File: config.mk
export PLATFORM = sky130hd
export DESIGN_NAME = strided_addr_gen
export DESIGN_NICKNAME = d
export VERILOG_FILES = /design/src/rtl/sag_pkg.sv /design/src/rtl/sag_step.sv /design/src/rtl/sag_counter.sv /design/src/rtl/strided_addr_gen.sv
export SDC_FILE = /design/constraint.sdc
export NUM_CORES = 1
export LEC_CHECK = 0
export BUFFER_PORTS_ARGS = -buffer_cell sky130_fd_sc_hd__buf_2
export CORE_MARGIN = 2
export CORE_UTILIZATION = 50
export CTS_CLUSTER_DIAMETER = 30
export DETAILED_ROUTE_END_ITERATION = 8
export PLACE_DENSITY = 0.81
export SYNTH_ARGS = -nofsm -noshare
export SYNTH_HDL_FRONTEND = slang
export SYNTH_SLANG_ARGS = --single-unit
File: constraint.sdc
create_clock -name clk -period 7.25 [get_ports clk]
set_clock_uncertainty 0.15 [all_clocks]
set_input_delay 0.3625 -clock clk [delete_from_list [all_inputs] [get_ports clk]]
set_output_delay 0.3625 -clock clk [all_outputs]
set_load 0.02 [all_outputs]
File: src/rtl/sag_pkg.sv
package sag_pkg;
  typedef enum logic {
    DIR_UP   = 1'b0,
    DIR_DOWN = 1'b1
  } sag_dir_e;
endpackage

File: src/rtl/sag_step.sv
// Next-address calculator: moves the current address by the stride in the
// selected direction; the fixed width gives modulo-2^ADDR_W wrap for free.
module sag_step
  import sag_pkg::*;
#(
  parameter int ADDR_W = 10
) (
  input  logic [ADDR_W-1:0] cur,
  input  logic [ADDR_W-1:0] stride,
  input  sag_dir_e          dir,
  output logic [ADDR_W-1:0] nxt
);
  always_comb begin
    if (dir == DIR_DOWN) nxt = cur - stride;
    else                 nxt = cur + stride;
  end
endmodule

File: src/rtl/sag_counter.sv
// Remaining-word counter: loaded with the stream length, decremented per
// accepted word; flags the final word and exhaustion.
module sag_counter #(
  parameter int CNT_W = 11
) (
  input  logic             clk,
  input  logic             rst,
  input  logic             load,
  input  logic [CNT_W-1:0] load_cnt,
  input  logic             adv,
  output logic             last,
  output logic             empty
);
  localparam logic [CNT_W-1:0] ONE = CNT_W'(1);

  logic [CNT_W-1:0] remain_q;

  always_ff @(posedge clk) begin
    if (rst)       remain_q <= '0;
    else if (load) remain_q <= load_cnt;
    else if (adv)  remain_q <= remain_q - ONE;
  end

  assign last  = (remain_q == ONE);
  assign empty = (remain_q == '0);
endmodule

File: src/rtl/strided_addr_gen.sv
module strided_addr_gen
  import sag_pkg::*;
#(
  parameter int ADDR_W = 10,
  parameter int CNT_W  = 11
) (
  input  logic              clk,
  input  logic              rst,
  input  logic              cfg_load,
  input  logic [ADDR_W-1:0] cfg_start,
  input  logic [CNT_W-1:0]  cfg_count,
  input  logic [ADDR_W-1:0] cfg_stride,
  input  logic              cfg_down,
  input  logic              req,
  output logic [ADDR_W-1:0] addr_o,
  output logic              addr_vld_o,
  output logic              done_o
);
  logic [ADDR_W-1:0] cur_q;
  logic [ADDR_W-1:0] stride_q;
  sag_dir_e          dir_q;
  logic [ADDR_W-1:0] nxt_addr;
  logic              cnt_last;
  logic              cnt_empty;
  logic              accept;

  // A load always wins over a request in the same cycle.
  assign accept = req && !cfg_load && !cnt_empty;

  sag_step #(.ADDR_W(ADDR_W)) step_i (
    .cur    (cur_q),
    .stride (stride_q),
    .dir    (dir_q),
    .nxt    (nxt_addr)
  );

  sag_counter #(.CNT_W(CNT_W)) cnt_i (
    .clk      (clk),
    .rst      (rst),
    .load     (cfg_load),
    .load_cnt (cfg_count),
    .adv      (accept),
    .last     (cnt_last),
    .empty    (cnt_empty)
  );

  // Stream state
  always_ff @(posedge clk) begin
    if (rst) begin
      cur_q    <= '0;
      stride_q <= '0;
      dir_q    <= DIR_UP;
    end else if (cfg_load) begin
      cur_q    <= cfg_start;
      stride_q <= cfg_stride;
      dir_q    <= sag_dir_e'(cfg_down);
    end else if (accept) begin
      cur_q    <= nxt_addr;
    end
  end

  // Registered outputs
  always_ff @(posedge clk) begin
    if (rst) begin
      addr_o     <= '0;
      addr_vld_o <= 1'b0;
      done_o     <= 1'b1;
    end else begin
      addr_vld_o <= accept;
      if (accept) addr_o <= cur_q;
      if (cfg_load)                 done_o <= (cfg_count == '0);
      else if (accept && cnt_last)  done_o <= 1'b1;
    end
  end
endmodule

==> results of run 1 <==
state kept, by name, summed over array words and instances, names as in the netlist:
| signal | cells |
|---|---|
| addr_o | 10 |
| addr_vld_o | 1 |
| cnt_i.remain_q | 11 |
| cur_q | 10 |
| dir_q | 1 |
| done_o | 1 |
| stride_q | 10 |
metal layers:
layer  share of wire, %  routed length [um]  global-route usage [%]
met5                  0                   0                       0
met4                1.2                  63                   7.341
met3                4.9                 257                   4.878
met2                 48                2560                   35.22
met1                 46                2406                   27.52
synth_stat cells (2+ instances only):
| master | instances | area share, % |
|---|---|---|
| nor2b_1 | 2 | 0.51 |
| buf_2 | 3 | 0.61 |
| a21o_1 | 3 | 0.91 |
| dfxtp_1 | 44 | 36 |
| nor3_1 | 5 | 1.0 |
| nand3_1 | 2 | 0.41 |
| o21ai_0 | 6 | 1.2 |
| a221oi_1 | 2 | 0.71 |
| nor2_1 | 40 | 6.1 |
| nor4_1 | 4 | 1.0 |
| or4b_1 | 3 | 1.2 |
| and3_1 | 2 | 0.51 |
| nand2_1 | 37 | 5.6 |
| inv_1 | 11 | 1.7 |
| clkbuf_1 | 8 | 1.2 |
| a31oi_1 | 5 | 1.3 |
| xnor2_1 | 17 | 6.0 |
| a21oi_1 | 25 | 5.1 |
| buf_6 | 2 | 0.91 |
| a211oi_1 | 9 | 2.7 |
| nand2b_1 | 2 | 0.51 |
| mux2i_1 | 19 | 7.7 |
| xor2_1 | 8 | 2.8 |
| o221ai_1 | 3 | 1.1 |
| ha_1 | 12 | 6.1 |
power breakdown:
part | internal, W | leakage, nW | switching [W] | total, W
Combinational | 0.0000898 | 0.828 | 0.000108 | 0.000198
Clock | 0.000102 | 0.0552 | 0.0000834 | 0.000186
Sequential | 0.000261 | 0.363 | 0.0000199 | 0.000281
Total | 0.000453 | 1.25 | 0.000212 | 0.000664
worst register-to-register path: cells and delay by family (launching register included):
family / cells / cell delay [ns]
adders and majority gates: 2 / 0.76
AOI/OAI and AO/OA: 3 / 0.60
and+or+nand+nor: 2 / 0.52
DFF: 1 / 0.43
xor gates and xnor gates: 1 / 0.17
muxes: 1 / 0.11
buffers and inverters: 1 / 0.07
worst paths after layout:
kind / endpoint / slack [ns] / cells after the start
worst min register to register: addr_o[7] / 0.30 / 2
worst max-delay path: cur_q[8] / 4.31 / 10
worst max register to register: cur_q[8] / 4.31 / 10
worst min-delay path: stride_q[7] / 0.14 / 3
per-stage QoR:
stage | instances | hold WS, ns
4_1_cts | 401 | 0.1377
2_1_floorplan | 293 | 0.2943
5_1_grt | 401 | 0.1541
3_3_place_gp | 393 | 0.2925
6_report | 401 | 0.1438
3_5_place_dp | 393 | 0.2935
area by class of cell:
cell class | count | area (um^2) | area share, %
multi-input cells | 224 | 1474 | 52.22
repair buffers | 47 | 235.2 | 8.333
inverters | 11 | 41.29 | 1.463
flip-flops and latches | 44 | 880.8 | 31.21
clock inverters | 2 | 35.03 | 1.241
clock buffers | 6 | 72.57 | 2.571
well taps | 67 | 83.83 | 2.970
cell families after synthesis:
logic type               Yosys count  share of synthesized area, %
AND/OR/NAND/NOR                  109                         21.05
AO/OA/AOI/OAI                     58                         15.21
flip-flops                        44                         35.70
XOR/XNOR                          25                         8.874
buffers and inverters             25                         4.564
multiplexers                      19                         7.708
adder cells (fa/ha/maj)           13                         6.896
==> results.toml, run 1 <==
[clock_tree]
ctsResizeCount = 0
clk_pin_slew_ns = 0.08
cts_tree = "built"
cts_setup_buffers = 0
cts_buffer_depth = 2
clock-sinks = 44
holdBufCountCts = 0
htreeDepth = 2
clk_latency_ns = 0.30
cts-root-buf = "clkbuf_8"
numCtsBuffers = 5

[worst_setup_path]
crit_fanout = 5
slowest_stage = "fa_1"
critPathMaxStageDelay_ns = 0.49
crit_path_end_kind = "flip-flop"
crit_family = "adder cells"
worstReg2RegStart = "stride_q[0]"
startpoint = "stride_q[0]"
start_kind = "flip-flop"
path_cells = "inv_1 > ha_1 > mux2i_1 > fa_1 > a211oi_1 > nor2_1 > or4_1 > a31oi_1 > xor2_1 > o221ai_1"
cp_num_buf_inv = 1
cp.arrival_ns = 2.95
worstSetupPathType = "flip-flop to flip-flop"
cp.required_ns = 7.26

[sta]
tightest_slew_ns = 1.008
slew_headroom_pct = 32.78
fmax_ghz = 0.3400
fin_crit_ns = 2.941
setup_viol = 0
setup_tns_ns = 0
report.final.slew_viol_count = 0
min_period_over_period_pct = 40.57
rsz0062_at_grt = "no"
setup_ws_ns = 4.309
hold_viol_final = 0

[flow_run]
cap_violations = 0

[final_layout]
final_common_cell = "buf_2"
antenna_cells = 0
design_area_um2 = 2823
layout-drive-gt1-share_pct = 17.96
layout_common_cells = "buf_2, dfxtp_1, nor2_1"
final_util_pct = 59.37
syn_to_final_growth_pct = 14.40
n_fill_cell = 442
final_nets = 382

[placed_design]
portBuffers = 47
pre_cts_ws_ns = 4.336
placed_area_um2 = 2715
gp_congestion = 0.8197
post-dp-hpwl_mm = 3.848

[synthesis]
synth_edf_count = 0
ys_seq_elements = 44
netlist_area_um2 = 2467
synthDistinctLibCells = 44
synthArstFlopShare_pct = 0
synth-main-ff-cell = "dfxtp_1"
ys_seq_area_share_pct = 35.70
synth_nets = 342
yosys_warnings = 0
synth_cells = 293
avgSynthCellArea_um2 = 8.421

[floorplanning]
core_region_area_um2 = 4755
die_width_um = 74.25
io_pins = 48
die_h_um = 74.25
dieArea_um2 = 5512
fp-row-count = 25
start_util_pct = 51.89

[detailed_routing]
routedWlPerCell_um = 13.18
dr.pass1.iters = 4
via_per_inst = 5.364
totalWireLength_mm = 5.287
antenna_left = 0
drt_iter0_drc = 148
vias = 2151
drc = 0

[global_routing]
gr-total-overflow = 0
grt_usage_pct = 21.30
grt_pass1_wl_mm = 9.135
grt_max_degree = 48
grt_pass1_vias = 2046
antenna_found_initial = 0

[pwr]
powerDensity_nw_per_um2 = 235.4
vdd_drop_max_uv = 110.5
p_leak_nw = 1.246
finalPower_w = 0.0006645

[worst_hold_path]
min-delay-start = "cfg_stride[7]"
hold_path_class = "input pin to flip-flop"

[run_status]
outcome = "finished, final reports clean"
Power figures use the tool's default switching activity.
==> run 2: changes to the inputs <==
ABC_AREA = 1   (was unset)
clock period = 3.1 ns   (was 7.25 ns; I/O delays follow)
==> results.toml, run 2 <==
[synthesis]
synth_top_area_share_pct = 34.68
synth-main-ff-cell = "dfxtp_1"
avgSynthCellArea_um2 = 7.095
synth_cells = 358
synth_edf_count = 0
synth_common_cells = "nand2_1, dfxtp_1, nor2_1"
yosys_warnings = 0
synthArstFlopShare_pct = 0
synth_nets = 407
synthTopCellsByArea = "dfxtp_1, nand2_1, o21ai_0, nor2_1, ha_1"
ys_seq_area_share_pct = 34.68
yosys.cell_count.top_type = "nand2_1"
synth_top_area_cell = "dfxtp_1"
ys_seq_elements = 44
synthDistinctLibCells = 39
netlist_area_um2 = 2540

[sta]
setup_ws_ns = 0.4704
report.final.slew_viol_count = 0
tightest_slew_ns = 0.7567
fin_crit_ns = 2.630
fmax_ghz = 0.3803
slew_headroom_pct = 49.50
setup_viol = 0
setup_tns_ns = 0
min_period_over_period_pct = 84.82
rsz0062_at_grt = "no"
hold_slack_ns = 0.01914
hold_viol_final = 0

[clock_tree]
holdBufCountCts = 22
cts-root-buf = "clkbuf_8"
clk_pin_slew_ns = 0.08
cts_tree = "built"
ctsResizeCount = 0
cts_setup_buffers = 0
clk_latency_ns = 0.31
htreeDepth = 2
cts_buffer_depth = 2
numCtsBuffers = 5
clock-sinks = 44

[global_routing]
grtUsageMet2_pct = 34.80
grt_usage_pct = 22.75
grt_pass1_wl_mm = 9.811
grt_max_degree = 31
grt_pass1_vias = 2175
use_met3_pct = 5.355
gr-total-overflow = 0
globalRouteMet1Util_pct = 31.96
busiest_layer = "met2"
antenna_found_initial = 0

[final_layout]
layout_common_cells = "nand2_1, buf_2, dfxtp_1"
layout-drive-gt1-share_pct = 17.22
antenna_cells = 0
final_common_cell = "nand2_1"
largest-register = "cnt_i.remain_q"
n_fill_cell = 447
final_nets = 472
fin_cells = 491
largest_register_ffs = 11
syn_to_final_growth_pct = 23.50

[placed_design]
gp_congestion = 0.8316
post-dp-hpwl_mm = 4.364
pre_cts_ws_ns = 0.5001
portBuffers = 47
placed_cells = 461

[pwr]
powerDensity_nw_per_um2 = 511.8
vdd_drop_max_uv = 290.2
p_leak_nw = 1.476
finalPower_w = 0.001605

[worst_hold_path]
hold_path_class = "input pin to flip-flop"

[worst_setup_path]
crit_path_end_kind = "flip-flop"
start_kind = "flip-flop"
cp.required_ns = 3.19
cp.arrival_ns = 2.72
path_cells = "inv_1 > ha_1 > inv_1 > nor2_1 > nand2_1 > o21ai_0 > xnor2_1 > inv_1 > ha_1 > nand2_1 > nor2_1 > nand3_1 > nand3_1 > inv_1 > nand2_1 > nand2_1 > nand2_1 > nand2_1 > a21oi_1"
critPathMaxStageDelay_ns = 0.38
crit_fanout = 5
path_common_cell = "nand2_1"
worstSetupPathType = "flip-flop to flip-flop"
slowest_stage = "ha_1"

[detailed_routing]
via_per_inst = 5.122
routedWlPerCell_um = 12.26
antenna_left = 0
drc = 0
vias = 2515
drt_iter0_drc = 90
totalWireLength_mm = 6.021
dr.pass1.iters = 4

[floorplanning]
fp-row-count = 25
io_pins = 48
dieArea_um2 = 5666
core_region_area_um2 = 4817
die_h_um = 75.28
start_util_pct = 52.73
die_width_um = 75.28

[run_status]
outcome = "finished, final reports clean"

[flow_run]
cap_violations = 0
-- run 2: cell types whose count changed in the layout (fill, tap and decap cells not counted), moves of 12 or more --
cell | previous run | this run
o21ai_0 | 6 | 37
mux2i_1 | 19 | 0
dlygate4sd3_1 | 0 | 22
xnor2_1 | 17 | 5
inv_1 | 11 | 34
nand2_1 | 37 | 77
-- run 2: cell type report --
cell class | instances | area, um^2 | area share (%)
clock buffer | 5 | 68.82 | 2.194
clock inverter | 3 | 42.54 | 1.356
inverter | 36 | 136.4 | 4.348
multi-input combinational | 265 | 1454 | 46.35
sequential | 44 | 880.8 | 28.08
tap | 67 | 83.83 | 2.673
timing repair buffer | 71 | 470.5 | 15.00
-- run 2: metal layers --
layer  routed length, um  part of all wire (%)
met5                   0                     0
met4                  78                   1.3
met3                 315                   5.2
met2                2637                    44
met1                2990                    50
-- run 2: kinds of logic after synthesis --
group	after synthesis	synth area share, %
simple gates	149	25.62
compound gates	86	19.06
buf+inv	49	8.078
flops	44	34.68
xor+xnor	17	5.862
fa+ha+maj	13	6.699
-- run 2: path summary, 6_finish.rpt --
check / depth (start not counted) / start / slack, ns / endpoint
setup reg to reg: 19 / stride_q[0] / 0.47 / cur_q[9]
hold reg to reg: 2 / addr_o[1] / 0.33 / addr_o[1]
hold / removal: 5 / cfg_count[7] / 0.02 / cnt_i.remain_q[7]
setup / recovery: 19 / stride_q[0] / 0.47 / cur_q[9]
-- run 2: critical path: cells and delay by family (launching register included) --
kind / cells / cell delay, ns
simple gates: 10 / 0.84
buf+inv: 4 / 0.28
xor+xnor: 1 / 0.14
compound gates: 2 / 0.30
flops: 1 / 0.32
fa+ha+maj: 2 / 0.56
-- run 2: power breakdown --
group	total, W	internal [W]	switching [W]
Clock	0.000443	0.000239	0.000205
Sequential	0.000658	0.000616	0.0000419
Combinational	0.000504	0.000206	0.000298
Total	0.00161	0.00106	0.000545
-- run 2: per-stage QoR --
| step | area, um^2 | util [%] |
|---|---|---|
| after floorplan | 2540 | - |
| after global placement | 2805 | 58.23 |
| after detailed placement | 2805 | 58.23 |
| after CTS | 3137 | 65.12 |
| after global routing | 3137 | 65.12 |
| final | 3137 | 65.12 |
